### src/rtl/acc_ctrl_pkg.sv
package acc_ctrl_pkg;

  localparam int unsigned OP_W  = 4;
  localparam int unsigned PSW_W = 16;

  typedef enum logic [OP_W-1:0] {
    OP_LOAD = 4'd0,
    OP_ADD  = 4'd1,
    OP_SUB  = 4'd2,
    OP_SHL  = 4'd3,
    OP_SHR  = 4'd4,
    OP_SAR  = 4'd5,
    OP_ROL  = 4'd6,
    OP_ROR  = 4'd7,
    OP_TEST = 4'd8
  } op_e;

  localparam logic [OP_W-1:0] OP_LAST = OP_TEST;

  typedef struct packed {
    logic s;
    logic z;
    logic hc;
    logic c;
    logic v;
    logic p;
  } flags_t;

  // slot index of each flag in the status word (slot 0 drives the MSB)
  localparam int unsigned SLOT_S  = 0;
  localparam int unsigned SLOT_P  = 3;
  localparam int unsigned SLOT_Z  = 6;
  localparam int unsigned SLOT_HC = 7;
  localparam int unsigned SLOT_C  = 11;
  localparam int unsigned SLOT_V  = 14;

  // constant ones, indexed by slot
  localparam logic [PSW_W-1:0] SLOT_ONES = 16'h9320;

endpackage

### src/rtl/acc_rst_sync.sv
module acc_rst_sync #(
  parameter int unsigned STAGES = 2
) (
  input  logic clk,
  input  logic rst_n,
  output logic rst_sync_n
);
  logic [STAGES-1:0] chain_q;

  always_ff @(posedge clk or negedge rst_n) begin
    if (!rst_n) chain_q <= '0;
    else        chain_q <= {chain_q[STAGES-2:0], 1'b1};
  end

  assign rst_sync_n = chain_q[STAGES-1];
endmodule

### src/rtl/acc_alu_core.sv
module acc_alu_core
  import acc_ctrl_pkg::*;
#(
  parameter int unsigned DW = 8
) (
  input  logic [OP_W-1:0] op_i,
  input  logic            valid_i,
  input  logic [DW-1:0]   acc_i,
  input  logic [DW-1:0]   opd_i,
  input  flags_t          flags_i,
  output logic [DW-1:0]   res_o,
  output flags_t          flags_o,
  output logic            accept_o
);
  localparam int unsigned HW = DW / 2;

  op_e op_w;
  assign op_w = op_e'(op_i);

  logic [DW:0]   sum_w, dif_w;
  logic [HW:0]   sum_lo_w, dif_lo_w;
  logic [DW-1:0] sum_in_w, dif_in_w;

  assign sum_w    = {1'b0, acc_i} + {1'b0, opd_i};
  assign dif_w    = {1'b0, acc_i} - {1'b0, opd_i};
  assign sum_lo_w = {1'b0, acc_i[HW-1:0]} + {1'b0, opd_i[HW-1:0]};
  assign dif_lo_w = {1'b0, acc_i[HW-1:0]} - {1'b0, opd_i[HW-1:0]};
  assign sum_in_w = {1'b0, acc_i[DW-2:0]} + {1'b0, opd_i[DW-2:0]};
  assign dif_in_w = {1'b0, acc_i[DW-2:0]} - {1'b0, opd_i[DW-2:0]};

  logic known_w;
  assign known_w  = (op_i <= OP_LAST);
  assign accept_o = valid_i && known_w;

  always_comb begin
    res_o   = acc_i;
    flags_o = flags_i;
    unique case (op_w)
      OP_LOAD: res_o = opd_i;
      OP_ADD: begin
        res_o      = sum_w[DW-1:0];
        flags_o.c  = sum_w[DW];
        flags_o.hc = sum_lo_w[HW];
        flags_o.v  = sum_in_w[DW-1] ^ sum_w[DW];
      end
      OP_SUB: begin
        res_o      = dif_w[DW-1:0];
        flags_o.c  = dif_w[DW];
        flags_o.hc = dif_lo_w[HW];
        flags_o.v  = dif_in_w[DW-1] ^ dif_w[DW];
      end
      OP_SHL: begin
        res_o     = {acc_i[DW-2:0], 1'b0};
        flags_o.c = acc_i[DW-1];
      end
      OP_SHR: begin
        res_o     = {1'b0, acc_i[DW-1:1]};
        flags_o.c = acc_i[0];
      end
      OP_SAR: begin
        res_o     = {acc_i[DW-1], acc_i[DW-1:1]};
        flags_o.c = acc_i[0];
      end
      OP_ROL: begin
        res_o     = {acc_i[DW-2:0], acc_i[DW-1]};
        flags_o.c = acc_i[DW-1];
      end
      OP_ROR: begin
        res_o     = {acc_i[0], acc_i[DW-1:1]};
        flags_o.c = acc_i[0];
      end
      OP_TEST: res_o = acc_i;
      default: res_o = acc_i;
    endcase
    flags_o.s = res_o[DW-1];
    flags_o.z = (res_o == '0);
    flags_o.p = ^res_o;
  end
endmodule

### src/rtl/acc_psw_pack.sv
module acc_psw_pack
  import acc_ctrl_pkg::*;
(
  input  flags_t           flags_i,
  output logic [PSW_W-1:0] psw_o
);
  for (genvar slot = 0; slot < PSW_W; slot++) begin : g_slot
    localparam int unsigned OUT_BIT = PSW_W - 1 - slot;
    if (slot == SLOT_S) begin : g_s
      assign psw_o[OUT_BIT] = flags_i.s;
    end else if (slot == SLOT_P) begin : g_p
      assign psw_o[OUT_BIT] = flags_i.p;
    end else if (slot == SLOT_Z) begin : g_z
      assign psw_o[OUT_BIT] = flags_i.z;
    end else if (slot == SLOT_HC) begin : g_hc
      assign psw_o[OUT_BIT] = flags_i.hc;
    end else if (slot == SLOT_C) begin : g_c
      assign psw_o[OUT_BIT] = flags_i.c;
    end else if (slot == SLOT_V) begin : g_v
      assign psw_o[OUT_BIT] = flags_i.v;
    end else begin : g_const
      assign psw_o[OUT_BIT] = SLOT_ONES[slot];
    end
  end
endmodule

### src/rtl/acc_status_unit.sv
module acc_status_unit
  import acc_ctrl_pkg::*;
#(
  parameter int unsigned DW = 8
) (
  input  logic            clk,
  input  logic            rst_n,
  input  logic            op_valid_i,
  input  logic [OP_W-1:0] op_i,
  input  logic [DW-1:0]   operand_i,
  output logic [DW-1:0]   acc_o,
  output logic [15:0]     psw_o
);
  logic          rst_sync_n;
  logic [DW-1:0] acc_q, acc_d, res_w;
  flags_t        flags_q, flags_d, flags_w;
  logic          accept_w;

  acc_rst_sync #(.STAGES(2)) u_rst_sync (
    .clk        (clk),
    .rst_n      (rst_n),
    .rst_sync_n (rst_sync_n)
  );

  acc_alu_core #(.DW(DW)) u_core (
    .op_i     (op_i),
    .valid_i  (op_valid_i),
    .acc_i    (acc_q),
    .opd_i    (operand_i),
    .flags_i  (flags_q),
    .res_o    (res_w),
    .flags_o  (flags_w),
    .accept_o (accept_w)
  );

  // next-state selection
  always_comb begin
    acc_d   = acc_q;
    flags_d = flags_q;
    if (accept_w) begin
      acc_d   = res_w;
      flags_d = flags_w;
    end
  end

  // state registers with explicit enable
  always_ff @(posedge clk or negedge rst_sync_n) begin
    if (!rst_sync_n) begin
      acc_q   <= '0;
      flags_q <= '0;
    end else if (accept_w) begin
      acc_q   <= acc_d;
      flags_q <= flags_d;
    end
  end

  acc_psw_pack u_pack (
    .flags_i (flags_q),
    .psw_o   (psw_o)
  );

  assign acc_o = acc_q;


  idle_hold_chk: assert property (@(posedge clk) disable iff (!rst_sync_n)
    !op_valid_i |=> ($stable(acc_o) && $stable(psw_o)));


  load_value_chk: assert property (@(posedge clk) disable iff (!rst_sync_n)
    (op_valid_i && op_i == OP_LOAD) |=> (acc_o == $past(operand_i)));


  zero_flag_chk: assert property (@(posedge clk) disable iff (!rst_sync_n)
    (op_valid_i && op_i <= OP_LAST) |=> (psw_o[9] == (acc_o == '0)));


  parity_flag_chk: assert property (@(posedge clk) disable iff (!rst_sync_n)
    (op_valid_i && op_i <= OP_LAST) |=> (psw_o[12] == ^acc_o));


  load_keeps_chk: assert property (@(posedge clk) disable iff (!rst_sync_n)
    (op_valid_i && (op_i == OP_LOAD || op_i == OP_TEST))
      |=> ($stable(psw_o[8]) && $stable(psw_o[4]) && $stable(psw_o[1])));


  test_keeps_acc_chk: assert property (@(posedge clk) disable iff (!rst_sync_n)
    (op_valid_i && op_i == OP_TEST) |=> $stable(acc_o));


  reserved_op_chk: assert property (@(posedge clk) disable iff (!rst_sync_n)
    (op_valid_i && op_i > OP_LAST) |=> ($stable(acc_o) && $stable(psw_o)));
endmodule

### config.mk
export PLATFORM = sky130hd
export DESIGN_NAME = acc_status_unit
export DESIGN_NICKNAME = d
export VERILOG_FILES = /design/src/rtl/acc_ctrl_pkg.sv /design/src/rtl/acc_rst_sync.sv /design/src/rtl/acc_alu_core.sv /design/src/rtl/acc_psw_pack.sv /design/src/rtl/acc_status_unit.sv
export SDC_FILE = /design/constraint.sdc
export NUM_CORES = 1
export LEC_CHECK = 0
export BUFFER_PORTS_ARGS = -buffer_cell sky130_fd_sc_hd__buf_2
export CAP_MARGIN = 0
export CORE_MARGIN = 2
export CORE_UTILIZATION = 40
export DETAILED_ROUTE_END_ITERATION = 6
export PLACE_DENSITY = 0.57
export SLEW_MARGIN = 30
export SYNTH_ARGS = -nofsm -noshare
export SYNTH_HDL_FRONTEND = slang
export SYNTH_SLANG_ARGS = --single-unit
### constraint.sdc
create_clock -name clk -period 1.5 [get_ports clk]
set_input_delay 0.075 -clock clk [delete_from_list [all_inputs] [get_ports clk]]
set_output_delay 0.075 -clock clk [all_outputs]
set_load 0.01 [all_outputs]
### Yosys cells after proc, flatten, opt, wreduce, memory -nomap -nowiden

Cells that the tools add are included.

* input port bits: 15
* register bits after elaboration: 16
* ROM bits: 0
* memory bits (writable): 0
* bits in latches: 0
* memories kept: 0

* $add $sub $neg: 6
* equal/unequal tests: 7
* reductions and logical operators: 10
* $mul: 0
* $lt $le $gt $ge: 1
* bitwise operators: 2
* shift-type cells: 0
* mux-type cells: 4
* divide/modulo/power cells: 0

Operator list (count)
* 8-bit case mux with 8 select lines: 1
* 4-bit by 3-bit equality test with 1-bit output (second input constant): 4
* 8-bit by 8-bit adder with 9-bit output: 1
* 8-bit by 8-bit subtractor with 9-bit output: 1
* 7-bit by 7-bit adder with 8-bit output: 1
* 4-bit by 2-bit equality test with 1-bit output (second input constant): 2
* 8-bit logical NOT: 1
* 8-bit parity: 1
* 7-bit by 7-bit subtractor with 8-bit output: 1
* 4-bit by 4-bit adder with 5-bit output: 1
* 4-bit by 4-bit subtractor with 5-bit output: 1
* 4-bit by 1-bit equality test with 1-bit output (second input constant): 1
* 4-bit less-or-equal comparator (second input constant): 1
* 4-bit logical NOT: 1
* 1-bit case mux with 2 select lines: 2
* 1-bit case mux with 4 select lines: 1
* 2-bit AND reduction: 2
* 4-bit nonzero test: 1
* 3-bit OR reduction: 1
* 2-bit nonzero test: 1
* 2-bit OR reduction: 1
* 1-bit bitwise XOR: 2
* 1-bit logical AND: 1

### Logic depth before layout (Yosys ltp)

Gate-level depths: netlist (run 1).

* word-level depth: 4
* depth in mapped cells: 13
* depth with buffers taken out: 13

### Cells and area by module

A second synthesis (run 1) with hierarchy kept.

* cell total of the unflattened synthesis: 287
* area, all modules: 2364.8 um^2

By module, submodules not included
* acc_alu_core: times used 1, seq. area each 0.0 um^2, area each 1664.1 um^2, cells each 237
* acc_status_unit: times used 1, seq. area each 350.3 um^2, area each 519.2 um^2, cells each 29
* acc_psw_pack: times used 1, seq. area each 0.0 um^2, area each 127.6 um^2, cells each 18
* acc_rst_sync: times used 1, seq. area each 50.0 um^2, area each 53.8 um^2, cells each 3

### Worst setup path after synthesis (run 1)

OpenSTA, ideal clock, no wires.

* kind: flip-flop to flip-flop
* start point: register acc_q[0] (netlist: acc_o[0])
* end point: register flags_q[0] (netlist name)
* path slack: -1372 ps
* setup time: 135 ps
* data arrival time: 2737 ps
* stages on the path, launching flop included: 13
* path through: dfrtp_1 ha_1 inv_1 fa_1 o21ba_1 o41a_1 o2bb2ai_1 o22a_1 o22ai_1 ha_1 xnor2_1 xnor2_1 o21ai_0

* word-level cells in the longest chain between the ends: 3
* elaborated cells on any way between the ends: 4
* those cells by class: add/sub: 2; mux: 1; reduce/logical: 1

RTL lines
* start: declaration: RTL line acc_status_unit.sv:15 `logic [DW-1:0] acc_q, acc_d, res_w;`
* start signal: assignment: RTL line acc_status_unit.sv:49 `acc_q <= '0;`
* start signal: assignment: RTL line acc_status_unit.sv:52 `acc_q <= acc_d;`
* 8-bit by 8-bit subtractor with 9-bit output / 8-bit by 8-bit adder with 9-bit output (equally long branches): RTL line acc_alu_core.sv:25, acc_alu_core.sv:24
* 8-bit case mux with 8 select lines *: RTL line acc_alu_core.sv:38 `unique case (op_w)`
* 8-bit parity *: RTL line acc_alu_core.sv:77 `flags_o.p = ^res_o;`
* end signal: assignment: RTL line acc_status_unit.sv:53 `flags_q <= flags_d;`
* end: declaration: RTL line acc_status_unit.sv:16 `flags_t flags_q, flags_d, flags_w;`

Every way passes the cells marked *; elsewhere a longest branch is shown, timed or not.
A chain may end at the register's enable or synchronous reset.

### Worst setup path in the final report (run 1)

* start point: register acc_q[1] (netlist: acc_o[1])
* end point: register flags_q[0] (netlist name)

Same word-level chain as after synthesis.

==> results.sh, run 1 <==
export IMPL_status="finished with violations"
export IMPL_violations="setup timing"
export IMPL_max_clock_path_buffers=2
export IMPL_cp_end_kind="flip-flop"
export IMPL_cts_tree="built"
export IMPL_antenna_found_initial=0
export IMPL_tns_ns=-8.78
export IMPL_clkPwrFrac=0.105
export IMPL_maxSlewViolCount=0
export IMPL_dp_cells=450
export IMPL_fill_cells=429
export IMPL_syn_avg_cell_area_um2=8.08
export IMPL_post_route_util=0.671
export IMPL_finClkSkew_ns=0.00380
export IMPL_ys_warn_count=0
export IMPL_synth_most_common_cell="ha_1"
export IMPL_layout_setup_ws_ns=-1.26
export IMPL_period_needed_ns=2.76
export IMPL_syn_inst=263
export IMPL_final_nets=433
export IMPL_die_y_um=76.9
export IMPL_grt_max_degree=15
export IMPL_peakVddDrop_mv=0.833
export IMPL_dieArea_mm2=0.00591
export IMPL_yosysSeqAreaShare=0.177
export IMPL_antennaDiodeCount=0
export IMPL_cts_sinks=15
export IMPL_num_rows=26
export IMPL_synth_area_leaders="dfrtp_1 18%, ha_1 15%, o21ai_0 4.9%, nand2_1 4.1%, buf_4 3.9%"
export IMPL_fmax_ghz=0.363
export IMPL_start_util=0.416
export IMPL_power_density_mw_per_mm2=1030
export IMPL_layout_drive_gt1_share=0.503
export IMPL_power_leakage_nw=1.59
export IMPL_switchingPower_mw=1.50
export IMPL_finalNonFillerCells=460
export IMPL_critical_path_class="reg2reg"
export IMPL_htree_levels=1
export IMPL_cpPeakStageDelay_ns=0.47
export IMPL_worstPathMaxFanout=5
export IMPL_setup_viol_count_final=13
export IMPL_p_int_mw=2.02
export IMPL_synth_ff_latch_count=15
export IMPL_root_buffer="clkbuf_8"
export IMPL_cp_required_ns=1.64
export IMPL_vias=2484
export IMPL_grtUsageTotal=0.250
export IMPL_clkLatencyLatePin_ns=0.26
export IMPL_numCtsBuffers=3
export IMPL_path_cells="inv_2 > fa_2 > o21ba_4 > nor2_1 > nor2_1 > a221o_1 > a221o_1 > o21ai_1 > ha_1 > xnor2_2 > xnor2_1 > o21ai_1"
export IMPL_hold_viol=0
export IMPL_p_comb_frac=0.725
export IMPL_ant_nets=0
export IMPL_dpl_hpwl_mm=5.87
export IMPL_seqPwrFrac=0.170
export IMPL_drcViolationCount=0
export IMPL_ioPinCount=39
export IMPL_post_place_ws_ns=-1.28
export IMPL_r2r_end="flags_q[0]"
export IMPL_p_sw_frac=0.426
export IMPL_reg2reg_slack_ns=-1.26
export IMPL_min_period_over_period=1.84
export IMPL_die_width_um=76.9
export IMPL_slew_headroom=0.567
export IMPL_async_flop_share=1.00
export IMPL_syn_area_mm2=0.00212
export IMPL_grt_pass1_vias=2427
export IMPL_gp_congestion=0.877
export IMPL_vias_per_cell=5.40
export IMPL_synth_common_cells="25 x ha_1, 23 x nand2_1, 21 x o21ai_0"
export IMPL_tightest_slew_ns=0.649
export IMPL_finalPower_mw=3.52
export IMPL_hp_class="in2async"
export IMPL_drv_cap=0
export IMPL_dr_pass1_iters=4
export IMPL_post_drt_wl_per_cell_um=16.4
export IMPL_yosys_area_top_type_share=0.177
export IMPL_r2r_cells=12
export IMPL_grt_pass1_wl_mm=11.8
export IMPL_synth_top_cell_by_area="dfrtp_1"
export IMPL_arrival_ns=2.90
export IMPL_core_area_mm2=0.00511
export IMPL_wirelength_mm=7.55
export IMPL_drt_iter0_drc=208
export IMPL_rsz0062_at_grt="true"
export IMPL_cp_slowest_cell="dfrtp_2"
export IMPL_cp_start_kind="flip-flop"
export IMPL_clk_pin_slew_ns=0.08
export IMPL_synth_flop_cell="dfrtp_1"
export IMPL_r2r_start="acc_o[1]"
export IMPL_port_buffers=28
export IMPL_synth_edff_count=0
export IMPL_area_growth_pct=61.3
export IMPL_synthDistinctLibCells=62
export IMPL_grt_overflow_total=0
==> state kept, by name (all words and copies together), names as in the netlist <==
signal / cells
acc_o: 8
u_rst_sync.chain_q: 2
flags_q: 5
==> logic make-up after synthesis <==
kind of cell / share of synthesized area
mux: 0.0241
xor+xnor: 0.0371
simple gates: 0.163
compound gates: 0.323
fa+ha+maj: 0.166
flops: 0.177
other cells: 0.00353
buf+inv: 0.107
==> power by group through the flow <==
stage | Clock [mW] | Combinational, mW | Sequential (mW)
after global placement | 0 | 2.19 | 0.591
after CTS | 0.376 | 2.40 | 0.595
after floorplan | 0 | 1.15 | 0.684
after global routing | 0.404 | 2.75 | 0.615
after detailed placement | 0 | 2.23 | 0.592
final | 0.371 | 2.55 | 0.600
==> worst max-delay path, delay by kind of cell, from the launching register on <==
kind	cells	cell delay (ns)
AO/OA/AOI/OAI	5	1.02
flip-flops	1	0.47
adder cells (fa/ha/maj)	2	0.63
AND/OR/NAND/NOR	2	0.16
XOR/XNOR	2	0.28
buffers and inverters	1	0.08
==> worst max-delay path by stage <==
stage / from / slack, ns / end
floorplan: acc_o[0] / -1.27 / flags_q[0]
global placement: acc_o[0] / -1.24 / flags_q[0]
detailed placement: acc_o[0] / -1.28 / flags_q[0]
CTS: acc_o[0] / -1.23 / flags_q[0]
global route: acc_o[0] / -1.39 / flags_q[0]
finish: acc_o[1] / -1.26 / flags_q[0]
==> cell type report <==
cell class              instances  area [um2]  area share
flip-flops and latches         15         384       0.112
repair buffers                139        1030       0.299
multi-input cells             214        1820       0.530
inverters                      18        67.6      0.0197
well taps                      70        87.6      0.0256
clock buffers                   3        41.3      0.0120
clock inverters                 1        5.00     0.00146
==> cell usage in the layout (no fill, tap or decap), types with 3 or more instances in the layout <==
cell	n
buf_4	108
buf_2	24
nand2_1	22
ha_1	17
inv_1	15
nor2_1	13
o21ai_0	12
a21oi_1	11
conb_1	11
o21ai_1	10
ha_4	8
dfrtp_1	8
nor3_1	7
dfrtp_2	7
o22a_1	6
xnor2_1	6
nand3_1	4
a31oi_1	4
buf_6	4
inv_2	3
mux2i_1	3
o21a_1	3
o21ai_2	3
a22oi_1	3
nand2b_1	3
a221o_1	3
clkbuf_8	3
==> through the flow <==
step | hold WS [ns] | instance area [um2]
after floorplan | -0.221 | 2230
after CTS | 0.121 | 3330
after global placement | -0.140 | 3090
after detailed placement | -0.135 | 3090
final | 0.126 | 3430
after global routing | 0.116 | 3430
==> layer usage <==
metal | up-vias | global-route usage | wire, um
met5 | - | 0 | 0
met4 | 0 | 0.0691 | 113
met3 | 11 | 0.0271 | 439
met2 | 83 | 0.418 | 3580
met1 | 1188 | 0.340 | 3420
li1 | 1202 | - | -
==> timing repair <==
item                                   in CTS  in global routing
pin swaps                                  12                 24
endpoints found under the hold margin       2                  0
buffers inserted                            3                  4
gates resized for setup                    29                 24
setup endpoints to repair                  13                 13
hold buffers                                1                  0
No activity file was read; power rests on OpenSTA's default activity.
==> run 2, diff against run 1 <==
--- a/config.mk
+++ b/config.mk
@@ -7,7 +7,6 @@
 export LEC_CHECK = 0
 export BUFFER_PORTS_ARGS = -buffer_cell sky130_fd_sc_hd__buf_2
 export CAP_MARGIN = 0
-export CORE_MARGIN = 2
 export CORE_UTILIZATION = 40
 export DETAILED_ROUTE_END_ITERATION = 6
 export PLACE_DENSITY = 0.57
==> results.sh, run 2 (synthesis gave the netlist of run 1 again) <==
export IMPL_peakVddDrop_mv=0.611
export IMPL_die_width_um=74.9
export IMPL_period_needed_ns=2.84
export IMPL_finClkSkew_ns=0.000933
export IMPL_die_y_um=74.9
export IMPL_maxSlewViolCount=0
export IMPL_vias_per_cell=5.60
export IMPL_cts_sinks=15
export IMPL_r2r_end="flags_q[0]"
export IMPL_finalNonFillerCells=466
export IMPL_status="finished with violations"
export IMPL_wirelength_mm=7.81
export IMPL_numCtsBuffers=3
export IMPL_num_rows=26
export IMPL_dr_pass1_iters=4
export IMPL_max_clock_path_buffers=2
export IMPL_layout_drive_gt1_share=0.523
export IMPL_grt_pass1_wl_mm=11.9
export IMPL_final_common_cell="buf_4"
export IMPL_final_nets=439
export IMPL_reg2reg_slack_ns=-1.34
export IMPL_rsz0062_at_grt="true"
export IMPL_post_drt_wl_per_cell_um=16.8
export IMPL_worstPathMaxFanout=3
export IMPL_grtUsageTotal=0.286
export IMPL_htree_levels=1
export IMPL_vias=2608
export IMPL_cp_start_kind="flip-flop"
export IMPL_cp_required_ns=1.65
export IMPL_tns_ns=-9.76
export IMPL_slew_headroom=0.509
export IMPL_clkLatencyLatePin_ns=0.26
export IMPL_clk_pin_slew_ns=0.08
export IMPL_dp_cells=450
export IMPL_cts_tree="built"
export IMPL_antennaDiodeCount=0
export IMPL_cp_slowest_cell="dfrtp_2"
export IMPL_dpl_hpwl_mm=5.69
export IMPL_worst_path_stages=13
export IMPL_crit_buf_inv=1
export IMPL_antenna_found_initial=0
export IMPL_ant_nets=0
export IMPL_cpPeakStageDelay_ns=0.40
export IMPL_path_delay_family="compound AO/OA/AOI/OAI gates"
export IMPL_arrival_ns=2.99
export IMPL_path_cells="ha_4 > inv_2 > fa_2 > o21ba_4 > nor2_4 > nor2_2 > a221o_1 > a221o_1 > o21ai_1 > ha_1 > xnor2_2 > xnor2_1 > o21ai_1"
export IMPL_largest_register_ffs=8
export IMPL_drv_cap=0
export IMPL_drt_iter0_drc=251
export IMPL_power_density_mw_per_mm2=1040
export IMPL_critical_path_class="reg2reg"
export IMPL_core_area_mm2=0.00511
export IMPL_final_cell_mix="111 x buf_4, 27 x buf_2, 23 x nand2_1, 16 x inv_1"
export IMPL_setup_viol_count_final=13
export IMPL_r2r_start="acc_o[0]"
export IMPL_layout_setup_ws_ns=-1.34
export IMPL_cp_end_kind="flip-flop"
export IMPL_grt_pass1_vias=2459
export IMPL_gp_congestion=0.854
export IMPL_r2r_cells=13
export IMPL_tightest_slew_ns=0.737
export IMPL_hp_class="in2async"
export IMPL_dieArea_mm2=0.00561
export IMPL_start_util=0.416
export IMPL_fmax_ghz=0.353
export IMPL_grt_overflow_total=0
export IMPL_area_growth_pct=63.8
export IMPL_violations="setup timing"
export IMPL_power_leakage_nw=1.61
export IMPL_port_buffers=28
export IMPL_hold_viol=0
export IMPL_ioPinCount=39
export IMPL_min_period_over_period=1.89
export IMPL_finalPower_mw=3.63
export IMPL_grt_max_degree=14
export IMPL_drcViolationCount=0
export IMPL_root_buffer="clkbuf_8"
[run 2: layer usage]
layer | vias up | share of wire | wire length (um) | GRT usage
li1 | 1224 | - | - | -
met1 | 1280 | 0.45 | 3500 | 0.390
met2 | 86 | 0.47 | 3700 | 0.477
met3 | 18 | 0.058 | 456 | 0.0281
met4 | 0 | 0.020 | 153 | 0.0881
met5 | - | 0 | 0 | 0
[run 2: area by class of cell]
class	count	area [um2]
multi-input combinational	215	1860
inverter	18	67.6
sequential	15	384
clock buffer	3	41.3
clock inverter	1	5.00
timing repair buffer	144	1030
fill	440	1630
tap	70	87.6
[run 2: repair_timing]
| action | in CTS | in global routing |
|---|---|---|
| setup endpoints to repair | 13 | 13 |
| gates resized for setup | 37 | 14 |
| cloned | 1 | 0 |
| hold buffers | 1 | 0 |
| buffers inserted | 7 | 5 |
| endpoints found under the hold margin | 2 | 0 |
| pin swaps | 21 | 13 |
[run 2: through the flow]
| stage | hold WS, ns | setup slack, ns | cell area [um2] | util |
|---|---|---|---|---|
| finish | 0.122 | -1.34 | 3480 | 0.682 |
| global placement | -0.140 | -1.23 | 3080 | 0.602 |
| floorplan | -0.221 | -1.27 | 2230 | - |
| global route | 0.123 | -1.45 | 3480 | 0.682 |
| detailed placement | -0.136 | -1.28 | 3080 | 0.602 |
| CTS | 0.107 | -1.23 | 3370 | 0.660 |
[run 2: power by group]
part	internal [mW]	switching [mW]	leakage, nW
combinational	1.39	1.27	1.42
clock	0.185	0.185	0.0255
sequential	0.507	0.0935	0.169
total	2.08	1.55	1.61
[run 2: worst max path at each step]
| stage | start | slack, ns | endpoint |
|---|---|---|---|
| 2_1_floorplan | acc_o[0] | -1.27 | flags_q[0] |
| 3_3_place_gp | acc_o[5] | -1.23 | flags_q[0] |
| 3_5_place_dp | acc_o[0] | -1.28 | flags_q[0] |
| 4_1_cts | acc_o[0] | -1.23 | flags_q[0] |
| 5_1_grt | acc_o[0] | -1.45 | flags_q[0] |
| 6_report | acc_o[0] | -1.34 | flags_q[0] |
